--- config.mk ---
export PLATFORM = sky130hd
export DESIGN_NAME = pn9_whitener
export DESIGN_NICKNAME = d
export VERILOG_FILES = /design/src/rtl/pn9_whiten_pkg.sv /design/src/rtl/pn9_lfsr_unit.sv /design/src/rtl/pn9_frame_track.sv /design/src/rtl/pn9_whitener.sv
export SDC_FILE = /design/constraint.sdc
export NUM_CORES = 1
export LEC_CHECK = 0
export BUFFER_PORTS_ARGS = -buffer_cell sky130_fd_sc_hd__buf_2
export CORE_ASPECT_RATIO = 0.7
export CORE_MARGIN = 5
export CORE_UTILIZATION = 35
export DETAILED_ROUTE_END_ITERATION = 12
export PLACE_DENSITY = 0.64
export SETUP_SLACK_MARGIN = 0.4
export SLEW_MARGIN = 0
export SYNTH_ARGS = -nofsm -noshare
export SYNTH_HDL_FRONTEND = slang
export SYNTH_SLANG_ARGS = --single-unit
--- constraint.sdc ---
create_clock -name clk -period 1.35 [get_ports clk]
set_input_delay 0.27 -clock clk [delete_from_list [all_inputs] [get_ports clk]]
set_output_delay 0.27 -clock clk [all_outputs]
set_load 0.05 [all_outputs]
--- src/rtl/pn9_whiten_pkg.sv ---
package pn9_whiten_pkg;

    localparam int BYTE_W   = 8;
    localparam int LFSR_W   = 9;
    localparam int TAP_OUT  = 0;
    localparam int TAP_FB   = 5;

    typedef logic [BYTE_W-1:0] byte_t;
    typedef logic [LFSR_W-1:0] lfsr_t;

    localparam lfsr_t PN9_SEED = 9'h1F0;

    typedef enum logic [1:0] {
        BEAT_HDR    = 2'd0,
        BEAT_CLEAR  = 2'd1,
        BEAT_WHITEN = 2'd2
    } beat_kind_t;

    typedef struct packed {
        logic  sof;
        logic  eof;
        byte_t data;
    } beat_t;

    typedef struct packed {
        byte_t mask;
        lfsr_t next;
    } pn_step_t;

    function automatic lfsr_t pn9_advance(input lfsr_t s);
        return {s[TAP_OUT] ^ s[TAP_FB], s[LFSR_W-1:1]};
    endfunction

    function automatic pn_step_t pn9_byte_step(input lfsr_t s);
        pn_step_t r;
        lfsr_t    st;
        st = s;
        r.mask = '0;
        for (int i = 0; i < BYTE_W; i++) begin
            r.mask[i] = st[TAP_OUT];
            st = pn9_advance(st);
        end
        r.next = st;
        return r;
    endfunction

endpackage

--- src/rtl/pn9_lfsr_unit.sv ---
module pn9_lfsr_unit
    import pn9_whiten_pkg::*;
(
    input  logic  clk,
    input  logic  rst,
    input  logic  reseed,
    input  logic  advance,
    output byte_t mask
);

    lfsr_t    state_q;
    pn_step_t step;

    always_comb step = pn9_byte_step(state_q);

    assign mask = step.mask;

    always_ff @(posedge clk) begin
        if (rst) begin
            state_q <= PN9_SEED;
        end else if (reseed) begin
            state_q <= PN9_SEED;
        end else if (advance) begin
            state_q <= step.next;
        end
    end

endmodule

--- src/rtl/pn9_frame_track.sv ---
module pn9_frame_track
    import pn9_whiten_pkg::*;
#(
    parameter int HDR_BYTES = 2
) (
    input  logic       clk,
    input  logic       rst,
    input  logic       fire,
    input  logic       sof,
    input  logic       en_req,
    output beat_kind_t kind
);

    localparam int CNT_W = $clog2(HDR_BYTES + 1);
    localparam logic [CNT_W-1:0] HDR_LAST = CNT_W'(HDR_BYTES);
    localparam logic [CNT_W-1:0] CNT_ONE  = CNT_W'(1);

    logic [CNT_W-1:0] hdr_cnt_q;
    logic             en_q;
    logic             in_hdr;

    assign in_hdr = sof || (hdr_cnt_q < HDR_LAST);

    always_comb begin
        if (in_hdr) begin
            kind = BEAT_HDR;
        end else if (en_q) begin
            kind = BEAT_WHITEN;
        end else begin
            kind = BEAT_CLEAR;
        end
    end

    always_ff @(posedge clk) begin
        if (rst) begin
            hdr_cnt_q <= HDR_LAST;
            en_q      <= 1'b0;
        end else if (fire) begin
            if (sof) begin
                hdr_cnt_q <= CNT_ONE;
                en_q      <= en_req;
            end else if (hdr_cnt_q < HDR_LAST) begin
                hdr_cnt_q <= hdr_cnt_q + CNT_ONE;
            end
        end
    end

endmodule

--- src/rtl/pn9_whitener.sv ---
module pn9_whitener
    import pn9_whiten_pkg::*;
#(
    parameter int HDR_BYTES = 2
) (
    input  logic       clk,
    input  logic       rst,
    input  logic       in_valid,
    output logic       in_ready,
    input  logic [7:0] in_data,
    input  logic       in_sof,
    input  logic       in_eof,
    input  logic       in_wht_en,
    output logic       out_valid,
    input  logic       out_ready,
    output logic [7:0] out_data,
    output logic       out_sof,
    output logic       out_eof
);

    beat_t      beat_in;
    beat_t      beat_out;
    beat_kind_t kind;
    byte_t      mask;
    logic       fire;

    assign beat_in  = '{sof: in_sof, eof: in_eof, data: in_data};
    assign fire     = in_valid && out_ready;

    pn9_frame_track #(
        .HDR_BYTES (HDR_BYTES)
    ) u_track (
        .clk    (clk),
        .rst    (rst),
        .fire   (fire),
        .sof    (in_sof),
        .en_req (in_wht_en),
        .kind   (kind)
    );

    pn9_lfsr_unit u_lfsr (
        .clk     (clk),
        .rst     (rst),
        .reseed  (fire && in_sof),
        .advance (fire && (kind == BEAT_WHITEN)),
        .mask    (mask)
    );

    always_comb begin
        beat_out = beat_in;
        if (kind == BEAT_WHITEN) begin
            beat_out.data = beat_in.data ^ mask;
        end
    end

    assign in_ready  = out_ready;
    assign out_valid = in_valid;
    assign out_data  = beat_out.data;
    assign out_sof   = beat_out.sof;
    assign out_eof   = beat_out.eof;

endmodule

# Word level (Yosys, flattened, before mapping)
# Cells that the tools add are included.
totals:
  ff_bits: 12
  in_bits: 15
  output_inout_bits: 12
  wordCells: 28
op_classes:
  n_addsub: 1
  magnitude_cmp: 1
  eq_ne: 1
  mux: 5
  n_bitwise: 9
  reduce_logical: 8
op_table:
  columns: ["operator", "count"]
  rows:
  - ["2-bit 2-to-1 mux", 4]
  - ["8-bit 2-to-1 mux", 1]
  - ["1-bit bitwise XOR", 8]
  - ["8-bit bitwise XOR", 1]
  - ["2-bit AND reduction", 2]
  - ["1-bit logical AND", 3]
  - ["2-bit by 1-bit adder with 2-bit output (second input constant)", 1]
  - ["2-bit == test (second input constant)", 1]
  - ["2-bit less-than comparator (second input constant)", 1]
  - ["2-bit nonzero test", 1]
  - ["2-bit OR reduction", 1]
  - ["1-bit logical OR", 1]

# Depth between registers and ports, before layout
# Gate-level depths: netlist of the first run.
logic_depth:
  word_depth: 5
  depth_mapped: 5
  depth_no_buf: 3

# Hierarchy
# From an unflattened synthesis of the first run, not the netlist that was laid out.
unflattened:
  hier_cells: 90
  hier_area_um2: 802.0
by_module_without_submodules:
  columns: ["module", "n_inst", "cells_each", "area_per_inst_um2", "seq_area_each_um2"]
  rows:
  - ["pn9_lfsr_unit", 1, 50, 462.9, 180.2]
  - ["pn9_whitener", 1, 24, 193.9, 0.0]
  - ["pn9_frame_track", 1, 16, 145.1, 60.1]

# Least setup slack after synthesis of the first run
# No wires, ideal clock.
synth_timing:
  path_kind: "register -> output"
  start: "register u_track.hdr_cnt_q[1]"
  end: "output port out_data[5]"
  arrival_ns: 1.791
  required_ns: 1.080
  setup_slack_ns: -0.711
  path_stages_with_launch: 6
  path_buffers: 2
  cell_sequence: "dfxtp_1 and3b_2 buf_2 buf_2 nand2_1 xnor2_1"
synth_between:
  elab_chain_cells: 5
synth_lines:
  columns: ["element", "line", "rtl"]
  rows:
  - ["start: declaration", "pn9_frame_track.sv:18", "logic [CNT_W-1:0] hdr_cnt_q;"]
  - ["start signal: assignment", "pn9_frame_track.sv:43", "hdr_cnt_q <= hdr_cnt_q + CNT_ONE;"]
  - ["2-bit less-than comparator", "pn9_frame_track.sv:22", "assign in_hdr = sof || (hdr_cnt_q < HDR_LAST);"]
  - ["1-bit logical OR", "pn9_frame_track.sv:22", null]
  - ["2-bit 2-to-1 mux", "pn9_frame_track.sv:25", "if (in_hdr) begin"]
  - ["2-bit == test", "pn9_whitener.sv:51", "if (kind == BEAT_WHITEN) begin"]
  - ["8-bit 2-to-1 mux", "pn9_whitener.sv:51", null]
  - ["end: declaration", "pn9_whitener.sv:16", "output logic [7:0] out_data,"]
# Every way passes these cells.

# Final worst setup path of the first run
layout_timing:
  start: "register u_track.hdr_cnt_q[1]"
  end: "output port out_data[4]"
# The elaborated chain is that of the path after synthesis.

==> metrics.yaml, run 1 <==
grt_pass1_vias: 747
endpoint_kind: "primary output"
slowest_stage: "dfxtp_2"
maxCapViolCount: 0
drtIter0Drc: 24
dr.pass1.iters: 4
synth.top_cell.area_share: 0.328
synth_enable_flop_cells: 0
grt_usage: 0.157
clk_latency_ps: 290
cp.required_ps: 1080
synth_area_leader_cell: "dfxtp_1"
design_area_sq_um: 1400
worstSetupPathType: "reg -> out"
grt_setup_unrepaired: "true"
vias_per_cell: 5.36
num_io_pins: 27
cp-start-kind: "flip-flop"
slew_headroom: 0.637
skew_ps: 10.3
syn_area_sq_um: 732
port_buffers: 24
detail_route.wl_per_cell_um: 16.4
hpwl_mm: 1.38
synthCells: 84
core-area_sq_um: 1920
fin_hold_ws_ps: 186
finalCriticalPeriod_ps: 1710
final_cell_mix: "buf_6 (17), buf_2 (15), buf_4 (9)"
p_leak_nw: 0.590
r2r_cells: 10
holdBufCountCts: 0
cp_cell_sequence: "and3b_2, buf_12, nand2_4, xnor2_4, buf_6"
p_per_area_nw_per_um2: 689
cts_root_buf: "clkbuf_4"
crit_fanout: 9
cts.htree.levels: 1
n_fill_cell: 135
critPathTopFamily: "flip-flops"
num_rows: 13
netlist_top_cells_area: "dfxtp_1 (33%), xnor2_1 (19%), nand2_1 (5.1%), a21oi_1 (4.8%), a311oi_1 (4.8%)"
syn2layout_area_growth_pct: 91.8
grt_remaining_overflow: 0
min_path_cells: 2
ys.flop_type: "dfxtp_1"
syn-num-nets: 99
tightest_slew_ps: 544
finalCritPeriodShare: 1.26
dp_slack_ps: -239
yosys_warnings: 0
status: "finished, violations left"
grt_start_max_net_pins: 12
grt_pass1_wl_mm: 3.54
critPathBufInv: 2
final_common_cell: "buf_6"
yosysSeqAreaShare: 0.328
clock_path_buffers: 2
violations: "setup timing"
syn_area_per_cell_sq_um: 8.71
drive_gt1_frac: 0.683
power.total_w: 0.000967
hold_viol: 0
cts_buffers: 3
drc: 0
start_util: 0.381
finalSetupViolations: 15
fin_ws_ps: -357
fin_util: 0.731
die_area_sq_um: 3120
yosys.cell_types.count: 22
tritoncts: "done"
antenna_found_initial: 0
fp.dieW_um: 64.7
arrival_ps: 1440
final_nets: 139
drt-total-wl_mm: 2.38
slew_viol_final: 0
ys_ff_latch: 12
max_freq_mhz: 586
place.gp.congestion: 0.769
synthArstFlopShare: 0
place_area_sq_um: 1100
cts_sinks: 12
clk_pin_slew_ps: 90
drtAntennaViolNets: 0
antenna_cells: 0
crit_cells: 5
hold_class: "in -> reg"
vdd_ir_drop_max_mv: 0.507
cp_slowest_stage_delay_ps: 340
die_h_um: 48.3
vias: 777
[power by group]
part	switching (W)	leakage [nW]	total, W	internal [W]
clock	0.000144	0.0210	0.000309	0.000165
sequential	0.00000601	0.0974	0.000366	0.000360
combinational	0.000162	0.472	0.000292	0.000130
total	0.000312	0.590	0.000967	0.000655
[cell usage after synthesis (2+ instances only)]
cell type / count
a21oi_1: 7
o21ai_0: 2
o31ai_1: 4
buf_2: 3
or4_1: 4
nand2_1: 10
nand3_1: 7
a311oi_1: 4
dfxtp_1: 12
xnor2_1: 16
buf_4: 4
[metal layers]
layer  up-vias  GRT usage  share of wire  wire length [um]
li1        379          -              -                 -
met1       369      0.194           0.41               982
met2        21      0.246           0.49              1180
met3         8     0.0714          0.068               162
met4         0     0.0630          0.024                56
met5         -          0              0                 0
[logic make-up after synthesis]
kind of cell | after synthesis | synth area share
AND/OR/NAND/NOR | 27 | 0.214
AO/OA/AOI/OAI | 20 | 0.185
XOR/XNOR | 16 | 0.191
flip-flops | 12 | 0.328
buffers and inverters | 9 | 0.0820
[layout make-up]
class | count | area (sq um) | share of cell area
timing repair buffer | 43 | 369 | 0.263
tap | 22 | 27.5 | 0.0196
sequential | 12 | 248 | 0.176
multi-input combinational | 64 | 723 | 0.515
clock buffer | 4 | 36.3 | 0.0258
[worst paths after layout]
path,from,to,slack (ps)
max,u_track.hdr_cnt_q[1]$_SDFFE_PP1P_,out_data[4],-360
min,rst,u_track.en_q$_SDFFE_PP0P_,190
max reg2reg,u_track.en_q$_SDFFE_PP0P_,u_lfsr.state_q[5]$_SDFFE_PP1P_,-310
min reg2reg,u_track.hdr_cnt_q[0]$_SDFFE_PP0P_,u_track.hdr_cnt_q[0]$_SDFFE_PP0P_,520
[metrics by stage]
step / instances / setup TNS, ps
global placement: 129 / -1550
global route: 145 / -4660
CTS: 143 / -3650
finish: 145 / -3800
floorplan: 84 / -938
detailed placement: 129 / -1750
[registers in the layout (all words and copies together), names as in the netlist]
signal	cells
u_track.en_q	1
u_lfsr.state_q	9
u_track.hdr_cnt_q	2
[timing repair]
action,in CTS,in global routing
pin swaps,11,5
cloned,1,0
resized for setup,34,14
setup buffers,9,2
setup endpoints to repair,19,20
No activity file was read; power rests on OpenSTA's default activity.
==> run 2, diff against run 1 <==
--- a/config.mk
+++ b/config.mk
@@ -11,6 +11,8 @@
 export CORE_UTILIZATION = 35
 export DETAILED_ROUTE_END_ITERATION = 12
 export PLACE_DENSITY = 0.64
+export RECOVER_POWER = 25
+export REMOVE_ABC_BUFFERS = 1
 export SETUP_SLACK_MARGIN = 0.4
 export SLEW_MARGIN = 0
 export SYNTH_ARGS = -nofsm -noshare
==> run 2 against run 1 <==
  * The run still ends with setup timing left
  * Combinational power down 22%
  * Clock skew about the same
  * Worst hold slack improved by 13 ps
  * Clock power decreased by 2%
  * Clock-buffer cell count unchanged
  * Sequential cell count stayed put
  * Design area down 20%
  * Die area did not move
  * Critical path depth decreased by 1
  * Final cell count is 4.1% lower
  * Register-to-register slack gained 290 ps
  * Critical path type unchanged
  * Critical endpoint is now out_data[7]
  * Highest routed layer unchanged
==> metrics.yaml, run 2 (same netlist as run 1, synthesis figures left out) <==
slew_headroom: 0.697
cts_buffers: 3
largest_reg_flops: 9
final.setup.tns_ps: -2220
hold_class: "in -> reg"
cp_cell_sequence: "and3b_2, nand2_2, xnor2_2, buf_6"
vias_per_cell: 5.36
core-area_sq_um: 1920
clock_path_buffers: 2
drtIter0Drc: 22
grt_pass1_wl_mm: 3.07
n_fill_cell: 184
clk_pin_slew_ps: 70
slew_viol_final: 0
grt_setup_unrepaired: "true"
final_nets: 133
dr.pass1.iters: 4
crit_fanout: 5
ff2ff_setup_slack_ps: -20
cts.htree.levels: 1
reg_top3: "u_lfsr.state_q: 9 flops, u_track.hdr_cnt_q: 2 flops, u_track.en_q: 1 flops"
endpoint_kind: "primary output"
min_path_cells: 2
power.total_w: 0.000896
fp.dieW_um: 64.7
finalSetupViolations: 9
maxCapViolCount: 0
finalCriticalPeriod_ps: 1650
place.gp.congestion: 0.701
cp.required_ps: 1080
holdPathEnd: "u_track.en_q$_SDFFE_PP0P_"
cts_sinks: 12
detail_route.wl_per_cell_um: 14.7
status: "finished, violations left"
final_cell_mix: "buf_2 (15), xnor2_1 (12), buf_4 (11)"
syn2layout_area_growth_pct: 54.2
violations: "setup timing"
antenna_found_initial: 0
cts_root_buf: "clkbuf_4"
tritoncts: "done"
port_buffers: 24
final_common_cell: "buf_2"
grt_start_max_net_pins: 12
num_rows: 13
clk_latency_ps: 290
dp_slack_ps: -166
vias: 745
r2r_cells: 5
max_freq_mhz: 606
arrival_ps: 1380
hpwl_mm: 1.30
cp-start-kind: "flip-flop"
finalCritPeriodShare: 1.22
tightest_slew_ps: 453
grt_remaining_overflow: 0
worstSetupPathType: "reg -> out"
drt-total-wl_mm: 2.04
num_io_pins: 27
fin_ws_ps: -301
regMostFlops: "u_lfsr.state_q"
hold_viol: 0
fin_hold_ws_ps: 199
hold_start: "rst"
p_leak_nw: 0.456
drc: 0
skew_ps: 10.7
die_area_sq_um: 3120
grt_pass1_vias: 643
drive_gt1_frac: 0.581
die_h_um: 48.3
place_area_sq_um: 880
p_per_area_nw_per_um2: 794
grt_usage: 0.133
vdd_ir_drop_max_mv: 0.505
timing.rr.end: "u_lfsr.state_q[8]$_SDFFE_PP1P_"
start_util: 0.381
worstReg2RegStart: "u_track.hdr_cnt_q[1]$_SDFFE_PP1P_"
drtAntennaViolNets: 0
slowest_stage: "dfxtp_2"
antenna_cells: 0
design_area_sq_um: 1130
cp_slowest_stage_delay_ps: 350
run 2: cell count changes in the layout (fill, tap and decap cells not counted), sizes merged:
cell	delta
buf	-6
nand3b	-1
and3b	+1
run 2: layout make-up:
cell class / count / area, sq um / area share
Multi-Input combinational cell: 64 / 534 / 0.473
Timing Repair Buffer: 37 / 285 / 0.253
Sequential cell: 12 / 245 / 0.217
Tap cell: 22 / 27.5 / 0.0244
Clock buffer: 4 / 36.3 / 0.0322
run 2: how the worst max path moves through the flow:
stage / start / to / slack (ps) / cells after the start
after floorplan: u_track.hdr_cnt_q[1]$_SDFFE_PP1P_ / out_data[5] / -560 / 3
after global placement: in_sof / out_data[3] / -140 / 5
after detailed placement: in_sof / out_data[3] / -170 / 5
after CTS: u_track.en_q$_SDFFE_PP0P_ / out_data[3] / -270 / 4
after global routing: u_track.en_q$_SDFFE_PP0P_ / out_data[7] / -370 / 4
final: u_track.hdr_cnt_q[1]$_SDFFE_PP1P_ / out_data[7] / -300 / 4
run 2: report_power, final:
part	internal, W	switching [W]	total [W]
sequential	0.000360	0.00000669	0.000367
combinational	0.0000918	0.000135	0.000227
clock	0.000164	0.000138	0.000302
run 2: what timing repair did:
item                                    4_1_cts  5_1_grt
gates resized for setup                      25       23
buffers inserted                              2        3
hold buffers                                  0        0
endpoints found under the setup margin       18       19
gates cloned                                  1        0
pin swaps                                     8       19
run 2: critical path: cells and delay by family (launching register included):
family,cells,cell delay [ps]
AND/OR/NAND/NOR,2,390
flip-flops,1,350
XOR/XNOR,1,180
buffers and inverters,1,170
run 2: through the flow:
stage | util | instances
final | 0.588 | 139
after global routing | 0.588 | 139
after CTS | 0.523 | 136
after detailed placement | 0.458 | 129
after global placement | 0.458 | 129
after floorplan | - | 75
run 2: metal layers:
metal,vias to the layer above,wire (um),global-route usage
met1,362,884,0.157
met4,0,12,0.0252
met5,-,0,0
met2,19,1010,0.236
met3,3,134,0.0553
li1,361,-,-
==> run 3, diff against run 2 <==
--- a/config.mk
+++ b/config.mk
@@ -6,11 +6,14 @@
 export NUM_CORES = 1
 export LEC_CHECK = 0
 export BUFFER_PORTS_ARGS = -buffer_cell sky130_fd_sc_hd__buf_2
+export CELL_PAD_IN_SITES_DETAIL_PLACEMENT = 1
+export CELL_PAD_IN_SITES_GLOBAL_PLACEMENT = 2
 export CORE_ASPECT_RATIO = 0.7
 export CORE_MARGIN = 5
-export CORE_UTILIZATION = 35
+export CORE_UTILIZATION = 24
+export CTS_CLUSTER_DIAMETER = 100
 export DETAILED_ROUTE_END_ITERATION = 12
-export PLACE_DENSITY = 0.64
+export PLACE_DENSITY = 0.75
 export RECOVER_POWER = 25
 export REMOVE_ABC_BUFFERS = 1
 export SETUP_SLACK_MARGIN = 0.4
==> run 3 against run 2 <==
  * The run still ends with setup timing left
  * Design area grew 2.9%
  * Critical path type unchanged
  * Final cell count rose by 13%
  * Worst hold slack gained 45 ps
  * Clock power increased by 6%
  * Register-to-register slack is essentially flat
  * Global-route usage shrank 3.1 points
  * Maximum frequency rose by 4.4%
  * Sequential cell count did not move
  * Die area is 37% higher
  * Routed wire length grew 16%
==> metrics.yaml, run 3 (same netlist as run 1, synthesis figures left out) <==
ff2ff_setup_slack_ps: -10
core-area_sq_um: 2860
swShare: 0.295
seq_area_sq_um: 246
violations: "setup timing"
finalCritPeriodShare: 1.17
finalSetupViolations: 9
slew_headroom: 0.604
final_nets: 138
pwr-share-comb: 0.256
r2r_cells: 5
vias_per_cell: 4.81
worstSetupPathType: "reg -> out"
fin_hold_ws_ps: 244
tightest_slew_ps: 597
final.setup.tns_ps: -1650
grt_pass1_vias: 757
grt_pass1_wl_mm: 3.55
grt_usage: 0.102
cp.required_ps: 1080
status: "finished, violations left"
dr.pass1.iters: 4
antenna_cells: 0
maxCapViolCount: 0
clk_latency_ps: 240
port_buffers: 24
clk_pin_slew_ps: 50
hpwl_mm: 1.47
hold_viol: 0
clkPwrFrac: 0.347
hold_start: "rst"
final_cell_mix: "xnor2_1 (16), buf_4 (16), buf_2 (13)"
cts_sinks: 12
drt-total-wl_mm: 2.37
p_per_area_nw_per_um2: 798
n_fill_cell: 348
grt_start_max_net_pins: 12
num_rows: 16
intPower_w: 0.000654
tritoncts: "done"
endpoint_kind: "primary output"
vdd_ir_drop_max_mv: 0.248
drtIter0Drc: 24
start_util: 0.256
num_io_pins: 27
fin_ws_ps: -232
drtAntennaViolNets: 0
die_area_sq_um: 4270
skew_ps: 6.45
min_path_cells: 2
fin_cells: 157
timing.rr.end: "u_lfsr.state_q[8]$_SDFFE_PP1P_"
grt_setup_unrepaired: "true"
dp_cells: 143
grt_remaining_overflow: 0
reg_top3: "u_lfsr.state_q: 9 flops, u_track.hdr_cnt_q: 2 flops, u_track.en_q: 1 flops"
vias: 755
largest_reg_flops: 9
die_h_um: 56.2
slew_viol_final: 0
crit_fanout: 6
finalCriticalPeriod_ps: 1580
p_leak_nw: 0.450
p_sw_w: 0.000273
cp-start-kind: "flip-flop"
cts_root_buf: "clkbuf_8"
worstReg2RegStart: "u_track.hdr_cnt_q[1]$_SDFFE_PP1P_"
drc: 0
regMostFlops: "u_lfsr.state_q"
cts_buffers: 3
multi_input_area_sq_um: 504
detail_route.wl_per_cell_um: 15.1
clock_path_buffers: 2
arrival_ps: 1310
p_seq_frac: 0.397
hold_class: "in -> reg"
drive_gt1_frac: 0.529
max_freq_mhz: 632
holdPathEnd: "u_track.en_q$_SDFFE_PP0P_"
cts.htree.levels: 1
antenna_found_initial: 0
syn2layout_area_growth_pct: 58.6
place.gp.congestion: 0.782
fp.dieW_um: 76.0
[run 3: cell types whose count changed in the layout (fill, tap and decap cells not counted), sizes merged]
cell,change
clkbuf,+1
buf,+3
[run 3: through the flow]
stage	cell area, sq um	total power [W]	worst slack, ps	util
finish	1160	0.000927	-232	0.406
global route	1160	0.000970	-299	0.406
CTS	1050	0.000907	-244	0.367
detailed placement	897	0.000559	-190	0.313
global placement	897	0.000556	-171	0.313
floorplan	672	0.000472	-557	-
[run 3: worst max-delay path by stage]
stage                                                  from           to  slack, ps  depth (start not counted)
after global placement                               in_sof  out_data[0]       -170                          5
after CTS                         u_track.en_q$_SDFFE_PP0P_  out_data[1]       -240                          4
after floorplan           u_track.hdr_cnt_q[1]$_SDFFE_PP1P_  out_data[5]       -560                          3
after detailed placement                             in_sof  out_data[6]       -190                          5
after global routing              u_track.en_q$_SDFFE_PP0P_  out_data[4]       -300                          4
final                             u_track.en_q$_SDFFE_PP0P_  out_data[0]       -230                          4
[run 3: final cells by class]
cell class / count / area share
Tap cell: 36 / 0.0388
Sequential cell: 12 / 0.212
Multi-Input combinational cell: 64 / 0.434
Timing Repair Buffer: 42 / 0.279
Clock buffer: 3 / 0.0356
[run 3: worst max-delay path: stages (launching register included)]
cell and delay (ps):
dfxtp_2 350, and3b_2 260, nand2_1 90, xnor2_1 150
buf_4 220
[run 3: per-layer routing]
layer,wire [um],share of wire,track usage,vias to the layer above
met5,0,0,0,-
met3,100,0.042,0.0340,2
met1,1080,0.46,0.128,360
li1,-,-,-,375
met4,21,0.0088,0.0381,0
met2,1170,0.49,0.162,18
[run 3: what timing repair did]
item                                    in CTS  in global routing
resized for setup                           26                 19
cloned                                       2                  0
hold buffers                                 0                  0
setup buffers                                4                  5
pin swaps                                    4                 10
endpoints found under the setup margin      20                 20
[run 3: power groups by stage]
stage          Sequential (W)  Combinational (W)  Clock, W
6_report             0.000368           0.000238  0.000321
5_1_grt              0.000368           0.000252  0.000349
4_1_cts              0.000367           0.000214  0.000326
3_5_place_dp         0.000373           0.000186         0
3_3_place_gp         0.000372           0.000183         0
2_1_floorplan        0.000374          0.0000981         0
